`config.mk`:
```
export PLATFORM = sky130hd
export DESIGN_NAME = sysclk_divider
export DESIGN_NICKNAME = d
export VERILOG_FILES = /design/src/rtl/sysclk_divider.sv
export SDC_FILE = /design/constraint.sdc
export NUM_CORES = 1
export LEC_CHECK = 0
export BUFFER_PORTS_ARGS = -buffer_cell sky130_fd_sc_hd__buf_2
export CORE_MARGIN = 8
export CORE_UTILIZATION = 50
export CTS_CLUSTER_DIAMETER = 80
export DETAILED_ROUTE_END_ITERATION = 10
export PLACE_DENSITY = 0.76
export SETUP_SLACK_MARGIN = 0.1
export SYNTH_ARGS = -nofsm -noshare
export SYNTH_HDL_FRONTEND = slang
export SYNTH_SLANG_ARGS = --single-unit
```
`constraint.sdc`:
```
create_clock -name clk_osc -period 2.2 [get_ports clk_osc]
set_clock_uncertainty 0.15 [all_clocks]
set_input_delay 0.22 -clock clk_osc [delete_from_list [all_inputs] [get_ports clk_osc]]
set_output_delay 0.22 -clock clk_osc [all_outputs]
set_load 0.02 [all_outputs]
```
`src/rtl/sysclk_divider.sv`:
```
module sysclk_divider #(
  parameter int NTAPS   = 11,
  parameter int SEL_LSB = 2
) (
  input  logic             clk_osc,
  input  logic             rst_n,
  input  logic             cfg_we,
  input  logic [7:0]       cfg_wdata,
  input  logic             ctl_hold,
  input  logic             ctl_lowpwr,
  output logic             cpu_en,
  output logic [NTAPS-1:0] tap_en
);
  localparam int PSW = NTAPS - 1;
  localparam int CW  = 6;

  logic          stop, sleep, cpu_tc;
  logic [1:0]    sel_reg, sel_act;
  logic [CW-1:0] cpu_cnt, cpu_last;
  logic [PSW-1:0] ps_cnt;

  assign stop  = ~ctl_hold & ctl_lowpwr;
  assign sleep = ctl_hold & ~ctl_lowpwr;

  always_comb begin
    case (sel_act)
      2'b00:   cpu_last = CW'(1);
      2'b01:   cpu_last = CW'(7);
      2'b10:   cpu_last = CW'(15);
      default: cpu_last = CW'(63);
    endcase
  end

  assign cpu_tc = (cpu_cnt == cpu_last);
  assign cpu_en = cpu_tc & ~stop & ~sleep;

  always_ff @(posedge clk_osc or negedge rst_n) begin
    if (!rst_n) begin
      sel_reg <= 2'b00;
      sel_act <= 2'b00;
      cpu_cnt <= '0;
      ps_cnt  <= '0;
    end else begin
      if (cfg_we) sel_reg <= cfg_wdata[SEL_LSB +: 2];
      if (!stop) begin
        ps_cnt <= ps_cnt + PSW'(1);
        if (cpu_tc) begin
          cpu_cnt <= '0;
          sel_act <= sel_reg;
        end else begin
          cpu_cnt <= cpu_cnt + CW'(1);
        end
      end
    end
  end

  assign tap_en[0] = ~stop;
  for (genvar n = 1; n < NTAPS; n++) begin : g_tap
    assign tap_en[n] = ~stop & (&ps_cnt[n-1:0]);
  end


  sel_hold_chk: assert property (@(posedge clk_osc) disable iff (!rst_n)
    !(cpu_tc && !stop) |=> $stable(sel_act));

  tap_nest_chk: assert property (@(posedge clk_osc) disable iff (!rst_n)
    tap_en[NTAPS-1] |-> (&tap_en[NTAPS-2:0]));

  stop_freeze_chk: assert property (@(posedge clk_osc) disable iff (!rst_n)
    stop |=> ($stable(ps_cnt) && $stable(cpu_cnt)));

  sleep_run_chk: assert property (@(posedge clk_osc) disable iff (!rst_n)
    sleep |=> ((ps_cnt - $past(ps_cnt)) == PSW'(1)));

  cpu_gap_chk: assert property (@(posedge clk_osc) disable iff (!rst_n)
    cpu_en |=> !cpu_en);
endmodule

```
* Yosys cells after proc, flatten, opt, wreduce, memory -nomap -nowiden *
Cells that the tools add are included.

operators by class
  add/sub/neg operators = 2
  equality and inequality tests = 3
  mux-type cells = 2
  bitwise logic cells = 18
  reductions and logical operators = 11

operator list
  operator                 number
  $pmux W6 S3              1
  $and A1 B1 Y1            14
  $add A10 B1 Y10 const B  1
  $reduce_and A10 Y1       1
  $reduce_and A9 Y1        1
  $reduce_and A8 Y1        1
  $reduce_and A7 Y1        1
  $add A6 B1 Y6 const B    1
  $eq A6 B6 Y1             1
  $mux W6                  1
  $reduce_and A6 Y1        1
  $reduce_and A5 Y1        1
  $not A1 Y1               4
  $reduce_and A2 Y1        2
  $reduce_and A4 Y1        1
  $reduce_and A3 Y1        1
  $eq A2 B1 Y1 const B     1
  $eq A2 B2 Y1 const B     1
  $logic_not A2 Y1         1

word-level totals
  flip-flop bits (word level) = 20
  bits of input ports = 13
  word-level logic and storage cells = 40

* Depth between registers and ports, before layout *
Gate-level depths: netlist (run 1).

  depth in word-level cells = 5
  gate-level depth with buffers = 6
  gate-level depth less buffers = 6

* Least setup slack after synthesis (run 1) *
Ideal clock, no wire load.

  path kind = register -> output
  start point = register cpu_cnt[3]
  end point = output port cpu_en
  arrival time = 1.964 ns
  data required time = 1.830 ns
  slack = -0.134 ns
  stages on the path, launching flop included = 4
  buffers on the path = 0
  path through = dfrtp_1 nor4_2 o21ai_2 a2111oi_0

on the way
  word-level cells in the longest chain between the ends = 3

RTL lines
  what                         RTL line  source
  start, declared              19        logic [CW-1:0] cpu_cnt, cpu_last;
  start signal, assigned       51        cpu_cnt <= cpu_cnt + CW'(1);
  $eq A6 B6 Y1                 34        assign cpu_tc = (cpu_cnt == cpu_last);
  $and A1 B1 Y1 (2 in series)  35        assign cpu_en = cpu_tc & ~stop & ~sleep;
  end, declared                11        output logic cpu_en,

No other way between the ends.

* Worst setup path after layout (run 1) *
  start point = register sel_act[0]
  end point = output port cpu_en

on the way
  word-level cells in the longest chain between the ends = 5

RTL lines
  what                                  RTL line  source
  start, declared                       18        logic [1:0] sel_reg, sel_act;
  start signal, assigned                49        sel_act <= sel_reg;
  $eq A2 B2 Y1 (tied with other cells)  26        case (sel_act)
  $pmux W6 S3 (*)                       26
  $eq A6 B6 Y1 (*)                      34
  $and A1 B1 Y1 (*) (2 in series)       35

Every way passes the cells marked *; elsewhere a longest branch is shown, timed or not.

==> results of run 1 <==
[final cells by class]
| cell class | count | area [µm²] |
|---|---|---|
| clock buffer | 4 | 36.28 |
| fill | 148 | 645.6 |
| inverter | 3 | 11.26 |
| multi-input combinational | 74 | 579.3 |
| sequential | 20 | 508.0 |
| tap | 27 | 33.78 |
| timing repair buffer | 27 | 167.7 |
[critical path, stage by stage, from the launching register on]
cell and delay (ps):
dfrtp_1 470, nor3_2 240, o21ai_2 130, a2111oi_4 360, buf_4 190
[metal layers]
layer	global-route usage [%]	part of all wire (%)	vias up
li1	-	-	398
met1	13.19	46	384
met2	17.34	49	15
met3	3.584	4.6	0
met4	1.749	0	0
met5	0	0	-
[metrics by stage]
stage               instance area (µm²)  setup slack (ps)
finish                             1336             136.9
global route                       1336             64.30
CTS                                1272             104.1
detailed placement                 1190             388.4
global placement                   1190             398.8
floorplan                          1065             127.2
[logic make-up after synthesis]
family,count (synthesis),synth area share (%)
fa+ha+maj,5,5.882
xor+xnor,11,9.059
buf+inv,6,2.353
compound gates,8,6.823
flops,20,47.06
mux,7,7.646
simple gates,43,21.18
[power by group through the flow]
| stage | Sequential (µW) | Combinational (µW) | Clock, µW |
|---|---|---|---|
| global placement | 675 | 476 | 0 |
| global route | 728 | 693 | 232 |
| detailed placement | 685 | 495 | 0 |
| floorplan | 628 | 422 | 0 |
| CTS | 680 | 550 | 216 |
| finish | 700 | 624 | 212 |
[worst paths after layout]
| path | start | end | cells after the start |
|---|---|---|---|
| max | sel_act[0] | cpu_en | 4 |
| max reg2reg | cpu_cnt[3] | sel_act[1] | 5 |
| min in group asynchronous | rst_n | ps_cnt[6] | 2 |
| min reg2reg | ps_cnt[7] | ps_cnt[7] | 1 |
| min | cfg_we | sel_reg[1] | 2 |
| max in group asynchronous | rst_n | sel_act[1] | 2 |
[cells in the mapped netlist (all sizes together), types with 2 or more instances]
cell,number
o21ai,3
nand3,4
nand2,6
and3,5
xor2,10
mux2,6
inv,3
buf,2
ha,5
and2,4
nand2b,2
dfrtp,20
o21a,2
nor2,14
nor3,2
nand4,3
[repair_timing]
action,CTS,global route
pin swaps,0,2
setup endpoints to repair,1,4
buffers inserted,2,2
gates resized for setup,3,11
hold buffers,2,1
hold endpoints to repair,21,1
==> run metrics, run 1 <==
Total Routed Length approximately 2100 µm; FMAX roughly 480 MHz; Core Area between 0.0015 and 0.002 mm²; CTS H-tree lvls 1; Crit. End Element output pin; first drt pass iteration count 4; Setup Crit Path Kind register to output pin; Biggest register ps_cnt; final setup violation count 0; 1st-iter DRT viols 17; Worst-path clk slew roughly 110 ps; CTS tree yes; via count around 800; Final ANT Viol Nets 0; most frequent cells in the layout buf_2, nor2_1, dfrtp_1; crit path DAT between 1500 and 2000 ps; Placed Instances between 100 and 150; WHS between 30 and 40 ps; Internal Dissipation a little over 900 µW; die extent in x between 60 and 70 µm; gpl congestion approximately 0.80; Net Count, Synth ~120; Clock Path Buffers 2; IO buf count 18; post-layout min period 2063 ps; Least-Margin Pin Slew about 420 ps; ys async rst share 100.0%; outcome complete, no violations; Synth Cell Area about 0.0011 mm²; Yosys top cell by area dfrtp_1; Sw Pwr just over 600 µW; sequential cell fraction of total power around 46%; clock group share of total power between 10% and 20%; Final HPWL DP 1441 µm; synth top area cells dfrtp_1, xor2_1, ha_1; clock sinks 20; PwrDens between 1000 and 1500 mW/mm²; synth unique cells 30; crit share post-route approximately 94%; antenna violations before repair 0; switching part of the total power roughly 40%; global-route wire length before repair 3525 µm; Initial Utilization between 50 and 60%; pin count of the biggest net entering global routing 21; drt drc 0; Cells after Synth 100; Post-synth EDFFs 0; #FFs+latches synth 20; Synth top area share a little under half; syn avg cell area around 11 µm²; layout cell share with drive strength beyond 1 between 30% and 40%; Largest register FFs 10; final slew viol count 0; startpoint types register; CTS buffer count 3; max_slew headroom 72.22%; I/O pin count 25; most common cell after layout, fill and taps aside buf_2; register area share after synthesis about 47%; Vias/cell just over 5; Yosys Warn Count 0; vias in the first global route about 760; Tot Pwr 1535 µW; GRT Total Usage a little over a tenth; WL per Instance ~14 µm; final setup TNS 0 ps; die area ~0.0039 mm²; fin util 67.42%; ant diodes 0; row cnt 16; Layout Nets between 100 and 150; Die Height 62.12 µm; worst path required time 1830 ps; Layout area overhead 25.65%; Reg2Reg Setup Slack about 340 ps; Max Fanout on Critical Path 5; Peak VDD IR 0.7617 mV; RSZ-0062 raised after global routing yes; Comb power frac between 40% and 50%; Synth Flop Type dfrtp_1; CTS root buf clkbuf_4; Fin. Hold Viols 0; total gr overflow 0; Pleak ~0.00065 µW; biggest regs ps_cnt x10, cpu_cnt x6; Hold WC Path Type primary input to register; count of non-filler cells in the finished layout 155; Clock Latency Late Sink ~290 ps; Max Cap Viol 0
Note: power is estimated with default switching activity, not from simulation.
==> run 2: changes to the inputs <==
HOLD_SLACK_MARGIN = 0.12   (was default)
==> run 2 against run 1 <==
- sequential cell count stayed put
- fmax hardly changed
- die area stayed put
- critical endpoint unchanged
==> run metrics, run 2 (synthesis gave the netlist of run 1 again) <==
outcome complete, no violations; Tot Pwr 1542 µW (+0.41%); CP cell instances nor3_2 > o21ai_2 > a2111oi_4 > buf_4; reg2reg start cpu_cnt[3]; most frequent cells in the layout buf_2, nor2_1, dfrtp_1; crit path DAT 1690 ps (about the same); I/O pin count 25 (unchanged); Setup Crit Path Kind register to output pin; antenna violations before repair 0 (unchanged); gpl congestion 0.8030 (unchanged); Layout Nets 149 (+1.4%); Max Fanout on Critical Path 5 (unchanged); Die Height 62.12 µm (unchanged); PwrDens 1137 mW/mm² (-1.1%); clock sinks 20 (unchanged); count of non-filler cells in the finished layout 157 (+1.3%); Largest register FFs 10 (unchanged); Worst Setup EP cpu_en; CTS buffer count 3 (unchanged); Critical R2R Capture sel_act[1]; max_slew headroom 72.22% (about the same); total gr overflow 0 (unchanged); crit share post-route 93.84% (about the same); Vias/cell 5.134 (-0.16%); row cnt 16 (unchanged); via count 806 (+1.1%); die extent in x 62.12 µm (unchanged); final setup violation count 0 (unchanged); final slew viol count 0 (unchanged); Final HPWL DP 1441 µm (unchanged); Pleak 0.0006540 µW (+1.3%); CTS tree yes; Biggest register ps_cnt; CTS root buf clkbuf_4; drt drc 0 (unchanged); post-layout min period 2065 ps (+1.477 ps); ant diodes 0 (unchanged); global-route wire length before repair 3588 µm (+1.8%); Core Area 0.001982 mm² (unchanged); most common cell after layout, fill and taps aside buf_2; Total Routed Length 2145 µm (+1.5%); Comb power frac 40.8% (+0.2 points); biggest regs ps_cnt x10, cpu_cnt x6; Peak VDD IR 0.7688 mV (+0.93%); Slowest-stage cell, CP dfrtp_1; Layout area overhead 27.53%; switching part of the total power 39.73% (-0.049 points); vias in the first global route 773 (+2.4%); WL per Instance 13.66 µm (+0.17%); Reg2Reg Depth 5 (unchanged); Least-Margin Pin Slew 416.7 ps (+0.06962 ps); final setup TNS 0 ps (unchanged); sequential cell fraction of total power 45.4% (-0.2 points); Layout fillers 145 (-2.0%); Fin. Hold Viols 0 (unchanged); 1st-iter DRT viols 23 (+6); RSZ-0062 raised after global routing yes; CTS H-tree lvls 1 (unchanged); Final ANT Viol Nets 0 (unchanged); worst path required time 1830 ps (about the same); fin util 68.43% (+1.0 points); Placed Instances 144 (unchanged); Critical Path Max Stage Delay 470 ps (about the same); Max Cap Viol 0 (unchanged); die area 0.003859 mm² (unchanged); Worst-path clk slew 110 ps (about the same); clock group share of total power 13.8% (about the same); Clock Path Buffers 2 (unchanged); worst setup path start sel_act[0]; layout cell share with drive strength beyond 1 36.15% (-0.56 points); Hold WC Path Type primary input to async pin; multi-input logic area 579.3 µm² (unchanged); FMAX 484.4 MHz (about the same); IO buf count 18 (unchanged); Initial Utilization 53.66% (unchanged); Clock Latency Late Sink 290 ps (about the same); first drt pass iteration count 4 (unchanged); pin count of the biggest net entering global routing 21 (unchanged); startpoint types register; Internal Dissipation 929.2 µW (+0.49%); Crit. End Element output pin; GRT Total Usage 10.76% (+0.19 points); Sw Pwr 612.5 µW (+0.29%); Reg2Reg Setup Slack 340 ps (about the same); Storage cell area 508.0 µm² (unchanged)
==> run 2: cell count changes in the layout (fill, tap and decap cells not counted) <==
cell / previous run / this run
dlygate4sd3_1: 3 / 5
==> run 2: critical path: cells and delay by family, from the launching register on <==
kind | cells | cell delay [ps]
buffers and inverters | 1 | 190
AOI/OAI and AO/OA | 2 | 490
and+or+nand+nor | 1 | 240
DFF | 1 | 470
==> run 2: what timing repair did <==
| action | CTS | global route |
|---|---|---|
| resized for setup | 3 | 11 |
| pin swaps | 0 | 2 |
| buffers inserted | 2 | 2 |
| hold endpoints to repair | 22 | 0 |
| hold buffers | 5 | 0 |
| endpoints found under the setup margin | 1 | 4 |
==> run 2: power groups by stage <==
stage	logic [µW]	clock network, µW	registers (µW)
3_3_place_gp	476	0	675
2_1_floorplan	422	0	628
3_5_place_dp	495	0	685
4_1_cts	556	216	680
6_report	629	212	700
5_1_grt	699	232	728
==> run 2: cell type report <==
class / count / share of cell area, %
clock buffers: 4 / 2.675
inverters: 3 / 0.8303
multi-input cells: 74 / 42.71
flip-flops and latches: 20 / 37.45
well taps: 27 / 2.491
repair buffers: 29 / 13.84
==> run 2: routing by layer <==
metal / wire [µm] / vias to the layer above / global-route usage (%)
met5: 0 / - / 0
met4: 0 / 0 / 1.749
met3: 98 / 0 / 3.584
met2: 1054 / 15 / 17.85
met1: 993 / 389 / 13.30
li1: - / 402 / -
==> run 2: worst min-delay path by stage <==
stage	from	end	slack [ps]	cells after the start
4_1_cts	rst_n	ps_cnt[6]	250	2
2_1_floorplan	rst_n	cpu_cnt[0]	-230	0
6_report	rst_n	ps_cnt[6]	220	2
5_1_grt	rst_n	ps_cnt[6]	280	2
3_3_place_gp	rst_n	ps_cnt[7]	40	1
3_5_place_dp	rst_n	ps_cnt[6]	40	1
==> run 2: metrics by stage <==
step | hold WS, ps | setup slack (ps) | instance area [µm²]
2_1_floorplan | -225.6 | 127.2 | 1065
3_3_place_gp | 40.00 | 398.8 | 1190
3_5_place_dp | 36.66 | 388.4 | 1190
4_1_cts | 246.3 | 104.1 | 1303
5_1_grt | 279.7 | 64.30 | 1356
6_report | 224.1 | 135.4 | 1356
==> run 3: changes to the inputs <==
MAX_ROUTING_LAYER = met4   (was default)
==> run 3 against run 2 <==
- hold slack is essentially flat
- fmax barely moved
- critical endpoint unchanged
- highest routed layer unchanged
- core utilization unchanged
- clock power hardly changed
- global-route usage rose by 0.30 points
- final cell count unchanged
- sequential share of layout area unchanged
==> run metrics, run 3 (synthesis gave the netlist of run 1 again) <==
count of non-filler cells in the finished layout 157 (unchanged); Largest register FFs 10 (unchanged); Initial Utilization 53.66% (unchanged); CTS H-tree lvls 1 (unchanged); Clock Latency Late Sink 290 ps (about the same); Final HPWL DP 1441 µm (unchanged); final setup TNS 0 ps (unchanged); Peak VDD IR 0.7688 mV (unchanged); Final ANT Viol Nets 0 (unchanged); Slowest-stage cell, CP dfrtp_1; Clock Path Buffers 2 (unchanged); RSZ-0062 raised after global routing yes; vias in the first global route 773 (unchanged); CTS root buf clkbuf_4; final setup violation count 0 (unchanged); GRT Total Usage 11.06% (+0.30 points); Total Routed Length 2145 µm (unchanged); clock group share of total power 13.8% (about the same); clock sinks 20 (unchanged); Critical Path Max Stage Delay 470 ps (about the same); biggest regs ps_cnt x10, cpu_cnt x6; Cell Area, Placed 0.001190 mm² (unchanged); PwrDens 1137 mW/mm² (unchanged); total gr overflow 0 (unchanged); IO buf count 18 (unchanged); Layout Nets 149 (unchanged); Layout area overhead 27.53% (unchanged); most common cell after layout, fill and taps aside buf_2; Placed Instances 144 (unchanged); max_slew headroom 72.22% (unchanged); Max Cap Viol 0 (unchanged); Worst-path clk slew 110 ps (about the same); FMAX 484.4 MHz (about the same); CTS buffer count 3 (unchanged); I/O pin count 25 (unchanged); Core Area 0.001982 mm² (unchanged); cell family with most CP delay compound AO/OA/AOI/OAI gates; row cnt 16 (unchanged); worst path required time 1830 ps (about the same); die extent in x 62.12 µm (unchanged); crit path DAT 1690 ps (about the same); post-layout min period 2065 ps (-0.002000 ps); layout cell share with drive strength beyond 1 36.15% (unchanged); drt drc 0 (unchanged); Critical path buffers and inverters 1 (unchanged); first drt pass iteration count 4 (unchanged); Comb power frac 40.8% (about the same); pin count of the biggest net entering global routing 21 (unchanged); Fin. Hold Viols 0 (unchanged); Setup Crit Path Kind register to output pin; most frequent cells in the layout buf_2, nor2_1, dfrtp_1; Pleak 0.0006540 µW (unchanged); Internal Dissipation 929.2 µW (unchanged); 1st-iter DRT viols 23 (unchanged); WL per Instance 13.66 µm (unchanged); die area 0.003859 mm² (unchanged); final slew viol count 0 (unchanged); Least-Margin Pin Slew 416.7 ps (unchanged); outcome complete, no violations; final instance area 0.001356 mm² (unchanged); Sw Pwr 612.5 µW (about the same); ant diodes 0 (unchanged); CTS tree yes; global-route wire length before repair 3588 µm (unchanged); Hold WC Path Type primary input to async pin; Vias/cell 5.134 (unchanged); Max Fanout on Critical Path 5 (unchanged); via count 806 (unchanged); crit share post-route 93.84% (about the same); Biggest register ps_cnt; sequential cell fraction of total power 45.4% (about the same); gpl congestion 0.8146 (+1.4%); CP cell instances nor3_2 > o21ai_2 > a2111oi_4 > buf_4; switching part of the total power 39.73% (about the same); Die Height 62.12 µm (unchanged); Crit. End Element output pin; startpoint types register; antenna violations before repair 0 (unchanged)
run 3: cell counts in the layout (fill, tap and decap cells not counted):
Identical to the previous run, type by type.
run 3: worst paths after layout:
check	from	endpoint	slack, ps	cells past startpoint
worst max-delay path	sel_act[0]	cpu_en	140	4
worst min-delay path	rst_n	ps_cnt[6]	220	2
worst max register to register	cpu_cnt[3]	sel_act[1]	340	5
worst min register to register	ps_cnt[7]	ps_cnt[7]	330	1
max in group asynchronous	rst_n	cpu_cnt[3]	1360	2
min in group clk_osc	ps_cnt[7]	ps_cnt[7]	330	1
run 3: layout make-up:
cell class	count	area, µm²
inverter	3	11.26
clock buffer	4	36.28
multi-input combinational	74	579.3
sequential	20	508.0
tap	27	33.78
fill	145	625.6
timing repair buffer	29	187.7
run 3: power by group through the flow:
stage	logic (µW)	clock network (µW)	registers, µW
after floorplan	422	0	628
after global placement	476	0	675
after detailed placement	495	0	685
after CTS	556	216	680
after global routing	699	232	728
final	629	212	700
run 3: routing by layer:
metal | up-vias | track usage, % | wire (µm)
met5 | - | - | 0
met4 | 0 | 1.749 | 0
met3 | 0 | 3.405 | 91
met2 | 15 | 17.85 | 1054
met1 | 389 | 13.40 | 1000
li1 | 402 | - | -
run 3: per-stage QoR:
stage               setup WS [ps]  util, %  hold slack, ps  total power [µW]
floorplan                   127.2        -          -225.6              1050
global placement            398.8    60.04           40.00              1151
detailed placement          388.4    60.04           36.66              1180
CTS                         104.1    65.72           246.3              1452
global route                64.30    68.43           279.7              1658
finish                      135.4    68.43           224.1              1542
run 3: timing repair:
| action | 4_1_cts | 5_1_grt |
|---|---|---|
| endpoints found under the setup margin | 1 | 4 |
| gates resized for setup | 3 | 11 |
| pin swaps | 0 | 2 |
| endpoints found under the hold margin | 22 | 0 |
| hold buffers | 5 | 0 |
| setup buffers | 2 | 2 |
